===== src/rtl/obs_pkg.sv =====
package obs_pkg;

  typedef enum logic [2:0] {
    PH_IDLE   = 3'd0,
    PH_G1     = 3'd1,
    PH_G2     = 3'd2,
    PH_G3     = 3'd3,
    PH_FROZEN = 3'd4
  } agc_phase_e;

  typedef enum logic [1:0] {
    BW_OFF    = 2'b00,
    BW_NARROW = 2'b01,
    BW_MEDIUM = 2'b10,
    BW_WIDE   = 2'b11
  } bw_code_e;

  function automatic logic phase_active(input agc_phase_e ph);
    return (ph == PH_G1) || (ph == PH_G2) || (ph == PH_G3);
  endfunction

endpackage


===== src/rtl/obs_reset_sync.sv =====
module obs_reset_sync #(
  parameter int STAGES = 2
) (
  input  logic clk,
  input  logic rst_n,
  output logic rst_n_sync
);
  logic [STAGES-1:0] chain_q;

  always_ff @(posedge clk or negedge rst_n) begin
    if (!rst_n) chain_q <= '0;
    else        chain_q <= {chain_q[STAGES-2:0], 1'b1};
  end

  assign rst_n_sync = chain_q[STAGES-1];
endmodule


===== src/rtl/obs_hold_timer.sv =====
// Counts cycles since the last start and flags the wide interval.
module obs_hold_timer #(
  parameter int WIDE_CYCLES = 36
) (
  input  logic clk,
  input  logic rst_n,
  input  logic restart,
  input  logic run_en,
  output logic wide_active
);
  localparam int CNT_W = $clog2(WIDE_CYCLES + 1);
  localparam logic [CNT_W-1:0] HOLD_END = CNT_W'(WIDE_CYCLES);

  logic [CNT_W-1:0] cnt_q, cnt_d;
  logic             cnt_en;

  always_comb begin
    cnt_en = restart || (run_en && (cnt_q != HOLD_END));
    cnt_d  = restart ? '0 : cnt_q + CNT_W'(1);
  end

  always_ff @(posedge clk or negedge rst_n) begin
    if (!rst_n)      cnt_q <= '0;
    else if (cnt_en) cnt_q <= cnt_d;
  end

  assign wide_active = (cnt_q < HOLD_END);
endmodule


===== src/rtl/obs_window_fsm.sv =====
// Gain-update window sequencer: G1, G2, optional G3, then FROZEN.
module obs_window_fsm
  import obs_pkg::*;
#(
  parameter int WIN_CYCLES = 32
) (
  input  logic       clk,
  input  logic       rst_n,
  input  logic       start,
  input  logic       freeze,
  input  logic       level_ok,
  output agc_phase_e phase
);
  localparam int WIN_W = (WIN_CYCLES > 1) ? $clog2(WIN_CYCLES) : 1;
  localparam logic [WIN_W-1:0] WIN_LAST = WIN_W'(WIN_CYCLES - 1);

  agc_phase_e       ph_q, ph_d;
  logic [WIN_W-1:0] win_q, win_d;
  logic             win_en;
  logic             win_end;

  assign win_end = (win_q == WIN_LAST);

  always_comb begin
    ph_d   = ph_q;
    win_d  = win_q + WIN_W'(1);
    win_en = 1'b0;
    if (start) begin
      ph_d   = PH_G1;
      win_d  = '0;
      win_en = 1'b1;
    end else if (phase_active(ph_q)) begin
      win_en = 1'b1;
      if (freeze) begin
        ph_d  = PH_FROZEN;
        win_d = '0;
      end else if (win_end) begin
        win_d = '0;
        unique case (ph_q)
          PH_G1:   ph_d = PH_G2;
          PH_G2:   ph_d = level_ok ? PH_FROZEN : PH_G3;
          default: ph_d = PH_FROZEN;
        endcase
      end
    end
  end

  always_ff @(posedge clk or negedge rst_n) begin
    if (!rst_n) ph_q <= PH_IDLE;
    else        ph_q <= ph_d;
  end

  always_ff @(posedge clk or negedge rst_n) begin
    if (!rst_n)      win_q <= '0;
    else if (win_en) win_q <= win_d;
  end

  assign phase = ph_q;
endmodule


===== src/rtl/obs_code_map.sv =====
module obs_code_map
  import obs_pkg::*;
(
  input  agc_phase_e phase,
  input  logic       wide_active,
  output bw_code_e   code,
  output logic       done
);
  always_comb begin
    unique case (phase)
      PH_G1, PH_G2, PH_G3: code = wide_active ? BW_WIDE : BW_MEDIUM;
      PH_FROZEN:           code = BW_NARROW;
      default:             code = BW_OFF;
    endcase
    done = (phase == PH_FROZEN);
  end
endmodule


===== src/rtl/offset_bw_sequencer.sv =====
module offset_bw_sequencer
  import obs_pkg::*;
#(
  parameter int WIDE_CYCLES = 36,
  parameter int WIN_CYCLES  = 32
) (
  input  logic       clk,
  input  logic       rst_n,
  input  logic       agc_start_i,
  input  logic       agc_freeze_i,
  input  logic       level_ok_i,
  output logic [1:0] bw_code_o,
  output logic [2:0] phase_o,
  output logic       done_o
);
  logic       rst_n_sync;
  agc_phase_e phase;
  logic       wide_active;
  bw_code_e   code;

  obs_reset_sync #(.STAGES(2)) u_rst (
    .clk        (clk),
    .rst_n      (rst_n),
    .rst_n_sync (rst_n_sync)
  );

  obs_window_fsm #(.WIN_CYCLES(WIN_CYCLES)) u_fsm (
    .clk      (clk),
    .rst_n    (rst_n_sync),
    .start    (agc_start_i),
    .freeze   (agc_freeze_i),
    .level_ok (level_ok_i),
    .phase    (phase)
  );

  obs_hold_timer #(.WIDE_CYCLES(WIDE_CYCLES)) u_tmr (
    .clk         (clk),
    .rst_n       (rst_n_sync),
    .restart     (agc_start_i),
    .run_en      (phase_active(phase)),
    .wide_active (wide_active)
  );

  obs_code_map u_map (
    .phase       (phase),
    .wide_active (wide_active),
    .code        (code),
    .done        (done_o)
  );

  assign bw_code_o = code;
  assign phase_o   = phase;
endmodule


===== config.mk =====
export PLATFORM = sky130hd
export DESIGN_NAME = offset_bw_sequencer
export DESIGN_NICKNAME = d
export VERILOG_FILES = /design/src/rtl/obs_pkg.sv /design/src/rtl/obs_reset_sync.sv /design/src/rtl/obs_hold_timer.sv /design/src/rtl/obs_window_fsm.sv /design/src/rtl/obs_code_map.sv /design/src/rtl/offset_bw_sequencer.sv
export SDC_FILE = /design/constraint.sdc
export NUM_CORES = 1
export LEC_CHECK = 0
export ABC_CLOCK_PERIOD_IN_PS = 1630
export BUFFER_PORTS_ARGS = -buffer_cell sky130_fd_sc_hd__buf_4
export CELL_PAD_IN_SITES_DETAIL_PLACEMENT = 1
export CELL_PAD_IN_SITES_GLOBAL_PLACEMENT = 2
export CORE_UTILIZATION = 34
export DETAILED_ROUTE_END_ITERATION = 7
export PLACE_DENSITY_LB_ADDON = 0.1
export SYNTH_ARGS = -nofsm -noshare
export SYNTH_HDL_FRONTEND = slang
export SYNTH_HIERARCHICAL = 1
export SYNTH_SLANG_ARGS = --single-unit

===== constraint.sdc =====
create_clock -name clk -period 1.63 [get_ports clk]
set_clock_uncertainty 0.05 [all_clocks]
set_input_delay 0.326 -clock clk [delete_from_list [all_inputs] [get_ports clk]]
set_output_delay 0.326 -clock clk [all_outputs]
set_load 0.01 [all_outputs]

After elaboration in Yosys (flattened, before gate mapping)
Cells that the tools add are included.

storage, ports and cells
  word-level logic and storage cells = 36
  latch bits = 0
  ROM bits = 0
  bits in registers = 16
  memories = 0
  bits in writable memories = 0

cells by class
  $lt $le $gt $ge = 1
  shift-type cells = 0
  bitwise logic cells = 0
  multipliers = 0
  mux-type cells = 15
  add/sub/neg operators = 2
  reduce and logical (&&, ||, !) cells = 8
  divide/modulo/power cells = 0
  eq/ne operators = 6

operators with widths
  cell                                                 number
  two-way mux 5 bit                                    4
  two-way mux 3 bit                                    5
  adder 6 x 1 -> 6 bit, second input constant          1
  equality test 3 x 2 -> 1 bit, second input constant  2
  less-than comparator 6 bit, second input constant    1
  two-way mux 6 bit                                    1
  != test 6 bit, second input constant                 1
  one-hot mux 3 bit (2 select lines)                   1
  adder 5 x 1 -> 5 bit, second input constant          1
  equality test 5 bit, second input constant           1
  one-hot mux 2 bit (2 select lines)                   1
  equality test 3 x 1 -> 1 bit, second input constant  1
  equality test 3 bit, second input constant           1
  logical OR 1 bit                                     3
  two-way mux 1 bit                                    3
  nonzero test 3 bit                                   1
  OR reduction 3 bit                                   1
  AND reduction 2 bit                                  1
  nonzero test 2 bit                                   1
  logical AND 1 bit                                    1

Depth between registers and ports, before layout
  depth after elaboration = 6
  gate-level depth with buffers = 6
  mapped depth without buffers = 6

By module
The synthesis kept the hierarchy.

modules (own cells, without submodules)
  module               area each (µm²)  cells an instance  instances
  obs_window_fsm       440.4            48                 1
  obs_hold_timer       395.4            44                 1
  obs_reset_sync       53.8             3                  1
  obs_code_map         32.5             5                  1
  offset_bw_sequencer  10.0             1                  1

Least setup slack after synthesis
Ideal clock, no wire load.

  kind = flip-flop to flip-flop
  start point = register u_fsm.win_q[0]
  end point = register u_fsm.win_q[3]
  arrival = 1.844 ns
  required time = 1.498 ns
  setup slack = -0.346 ns
  clock period less this slack = 1.976 ns
  library setup time = 0.082 ns
  stages on the path, launching flop included = 7
  cells stage by stage = dfrtp_1 ha_1 and3_1 ha_1 or2_1 or4_1 a31oi_1

between the ends
  cells in the longest elaborated chain, start to end = 5

ends and longest elaborated chain
  item                                                                RTL line                                    RTL
  from (decl)                                                         obs_window_fsm.sv:18                        logic [WIN_W-1:0] win_q, win_d;
  from (signal assigned)                                              obs_window_fsm.sv:55                        else if (win_en) win_q <= win_d;
  adder 5 x 1 -> 5 bit / equality test 5 bit (equally long branches)  obs_window_fsm.sv:26, obs_window_fsm.sv:22
  two-way mux 5 bit                                                   obs_window_fsm.sv:37                        end else if (win_end) begin
  two-way mux 5 bit                                                   obs_window_fsm.sv:34                        if (freeze) begin
  two-way mux 5 bit *                                                 obs_window_fsm.sv:32                        end else if (phase_active(ph_q)) begin
  two-way mux 5 bit *                                                 obs_window_fsm.sv:28                        if (start) begin

Every way passes the cells marked *; elsewhere a longest branch is shown, timed or not.
A chain may end at the register's enable or synchronous reset.

Worst setup path after layout
Ends and elaborated chain as after synthesis.

==> results.md <==
| Step | Metric | Value |
|---|---|---|
| yosys | Post-Syn Instances | 101 |
| yosys | Area leader, netlist | sky130_fd_sc_hd__dfrtp_1 |
| timing | Min Hold Slack | 0.191 ns |
| critical path | Category of the worst setup path capture point | flip-flop |
| cts | Cts bufs inserted | 3 |
| critical path | Startpoint types | flip-flop |
| outcome | Failing checks | setup timing |
| grt | Number of global-route vias before repair | 848 |
| die | Die boundary height | 54.4 um |
| critical path | Arr. time, crit path | 1.95 ns |
| cts | Root cell of the clock tree | sky130_fd_sc_hd__clkbuf_4 |
| power | P_leak | 0.560 nW |
| routing | Total number of vias | 898 |
| cells and area | Number of antenna diodes | 0 |
| power | Total Power Consumption | 0.889 mW |
| yosys | Most common library cells after synthesis | sky130_fd_sc_hd__dfrtp_1 (16), sky130_fd_sc_hd__nand2_1 (10), sky130_fd_sc_hd__nor2_1 (9) |
| yosys | Synthesized cell area | 932 um^2 |
| grt | Global-route wire length before repair | 3910 um |
| yosys | Mean post-synth cell area | 9.23 um^2 |
| cells and area | Post-layout instance area | 1280 um^2 |
| placement | Sum of net half-perimeters after detailed placement | 1710 um |
| routing | Residual DRC count | 0 |
| grt | Antenna violations before repair | 0 |
| die | Die Area | 2960 um^2 |
| timing | Final worst path period need | 1.77 ns |
| timing | Count of endpoints failing hold in the final timing report | 0 |
| hold path | Hold Path Class | flip-flop to async pin |
| grt | Total grt overflow | 0 |
| grt | All-Layer GR Usage | 19.2% |
| die | Cell row count | 18 |
| timing | Final Cycle Share | 109% |
| yosys | Sequential area share after synthesis | 43.0% |
| yosys | Number of synthesized flops with an enable pin | 0 |
| yosys | Most used flip-flop cell after synthesis | sky130_fd_sc_hd__dfrtp_1 |
| timing | Final setup violation count | 6 |
| routing | Total wirelength of the detailed-routed design | 2430 um |
| yosys | Fraction of post-synthesis cell area in the top cell type by area | 43.0% |
| placement | Placer's final routability congestion estimate | 0.809 |
| placement | Number of input and output port buffers inserted | 10 |
| critical path | Worst r2r path cells | 6 |
| die | I/O pin count | 11 |
| cts | Maximum level of the CTS H-tree | 1 |
| routing | Vias per cell | 5.54 |
| yosys | Post-synthesis sequential element count | 16 |
| timing | Setup total negative slack | -0.471 ns |
| job | Number of violations of the max-capacitance limit | 0 |
| cts | Maximum number of buffers from clock root to sink | 2 |
| yosys | Count leader, synth | sky130_fd_sc_hd__dfrtp_1 |
| cts | Skew-Pair Late Insertion Delay | 0.30 ns |
| yosys | Unique masters post-synth | 36 |
| timing | Setup repair after global routing missed its margin | yes |
| die | Area of the core region | 2540 um^2 |
| routing | Number of DRC markers after the initial detailed-route iteration | 10 |
| cells and area | Post-layout instance count excluding filler cells | 162 |
| yosys | FFs w/ async S/R, synth | 100% |
| cells and area | Number of fillers in the final layout | 308 |
| grt | Largest net degree at the start of global routing | 20 |
| power | Power per unit of standard cell area | 696 nW/um^2 |
| cts | Clock transition at the register clock pins on the worst setup and hold paths after CTS | 0.11 ns |
| die | Overall die width | 54.4 um |
| timing | Headroom to the max-slew limit | 58.7% |
| critical path | Crit Reg-Reg Endpoint | u_fsm/win_q[3] |
| placement | Placed Cells incl. Taps | 151 |
| yosys | Cell types occupying the most area after synthesis | sky130_fd_sc_hd__dfrtp_1 (43%), sky130_fd_sc_hd__ha_1 (5.4%), sky130_fd_sc_hd__nand4b_1 (4.7%), sky130_fd_sc_hd__a21oi_1 (4.3%), sky130_fd_sc_hd__nand2_1 (4.0%) |
| critical path | Worst r2r src | u_fsm/win_q[0] |
| cells and area | Synthesis-to-finish area growth | 37.0% |
| cells and area | Fraction of final layout cells with drive strength greater than 1 | 36.4% |
| routing | Avg WL per Cell | 15.0 um |
| timing | Max-slew violation total from the final report | 0 |
| cts | CTS tree | done |
| timing | Worst path setup slack after routing | -0.143 ns |
| critical path | Req. time, crit path | 1.81 ns |
| die | Initial Util | 36.6% |
| power | Peak supply drop | 459 uV |
| timing | Transition at the pin with the smallest max-transition slack | 0.620 ns |
| cts | CTS Sinks | 16 |
| placement | Placed inst area | 1150 um^2 |
| routing | Number of search-and-repair iterations in the first detailed-routing pass | 4 |
| yosys | Post-Synthesis Net Count | 110 |
| yosys | Yosys warning total | 6 |
| critical path | Max Fanout on Critical Path | 2 |
| critical path | Worst Path Class, Setup | flip-flop to flip-flop |
| cells and area | Final layout net count | 142 |
| outcome | Run status | complete, but fails checks |
| timing | Max Freq | 0.564 GHz |
| critical path | Register-to-register setup slack | -0.14 ns |
| routing | Count of antenna-violating nets left after detailed routing | 0 |
==> registers in the layout, summed over array words and instances, names as in the netlist <==
register       flops
u_tmr/cnt_q        6
u_fsm/win_q        5
u_rst/chain_q      2
u_fsm/phase        3
==> power breakdown <==
group	internal (mW)	leakage [nW]	switching, mW	total (mW)
clock network	0.136	0.0210	0.133	0.269
logic	0.0885	0.327	0.0941	0.183
registers	0.414	0.212	0.0230	0.437
total	0.639	0.560	0.250	0.889
==> layout make-up <==
cell class              count  area, um^2  area share (%)
flip-flops and latches     16         400            31.3
clock buffers               4        36.3            2.84
repair buffers             31         243            19.0
inverters                   3        11.3           0.881
well taps                  30        37.5            2.94
multi-input cells          78         549            43.0
==> critical path, stage by stage, from the launching register on <==
cell	delay [ns]
sky130_fd_sc_hd__dfrtp_1	0.40
sky130_fd_sc_hd__ha_2	0.18
sky130_fd_sc_hd__and3_4	0.18
sky130_fd_sc_hd__ha_4	0.15
sky130_fd_sc_hd__or2_1	0.22
sky130_fd_sc_hd__or4_1	0.40
sky130_fd_sc_hd__a31oi_1	0.14
==> layer usage <==
layer  up-vias  share of wire (%)  global-route usage (%)
met5         -                  0                       0
met4         0               0.62                    5.13
met3         2                3.3                    5.83
met2        15                 49                    30.5
met1       443                 47                    25.0
li1        438                  -                       -
==> worst max path at each step <==
stage                         from        endpoint  slack [ns]  depth (start not counted)
global placement    u_fsm/win_q[1]  u_fsm/win_q[3]       -0.08                          6
CTS                 u_tmr/cnt_q[4]    bw_code_o[0]       -0.17                          5
floorplan           u_fsm/win_q[1]  u_fsm/win_q[3]       -0.11                          6
finish              u_fsm/win_q[0]  u_fsm/win_q[3]       -0.14                          6
detailed placement  u_fsm/win_q[1]  u_fsm/win_q[3]       -0.14                          6
global route        u_fsm/win_q[0]  u_fsm/win_q[3]       -0.24                          6
==> layout by cell type (no fill, tap or decap), types with 2 or more instances in the layout <==
cell	instances
sky130_fd_sc_hd__buf_6	2
sky130_fd_sc_hd__a21oi_1	6
sky130_fd_sc_hd__clkbuf_4	3
sky130_fd_sc_hd__or3_1	3
sky130_fd_sc_hd__nand4_1	2
sky130_fd_sc_hd__o21ai_1	4
sky130_fd_sc_hd__nand3_1	3
sky130_fd_sc_hd__a31oi_1	3
sky130_fd_sc_hd__ha_1	2
sky130_fd_sc_hd__a21oi_2	2
sky130_fd_sc_hd__nand4b_1	5
sky130_fd_sc_hd__dfrtp_1	16
sky130_fd_sc_hd__inv_1	3
sky130_fd_sc_hd__nand3b_1	2
sky130_fd_sc_hd__nor3_1	2
sky130_fd_sc_hd__nor2_1	8
sky130_fd_sc_hd__buf_4	28
sky130_fd_sc_hd__nand2_1	10
sky130_fd_sc_hd__o21ai_0	2
==> per-stage QoR <==
stage / setup WS, ns / util, %
final: -0.143 / 50.2
after global routing: -0.242 / 50.2
after CTS: -0.167 / 47.2
after floorplan: -0.114 / -
after global placement: -0.0831 / 45.0
after detailed placement: -0.144 / 45.0
==> what timing repair did <==
| action | 4_1_cts | 5_1_grt |
|---|---|---|
| resized for setup | 5 | 9 |
| pin swaps | 4 | 8 |
| setup buffers | 0 | 6 |
| endpoints found under the hold margin | 2 | 0 |
| hold buffers | 1 | 0 |
| gates cloned | 0 | 0 |
| setup endpoints to repair | 5 | 7 |
==> logic make-up after synthesis <==
logic type	after synthesis	synth area share, %
compound gates	26	17.9
other cells	1	0.402
fa+ha+maj	4	5.37
xor+xnor	1	0.940
buf+inv	7	3.76
flops	16	43.0
simple gates	46	28.7
Note: power is estimated with default switching activity, not from simulation.
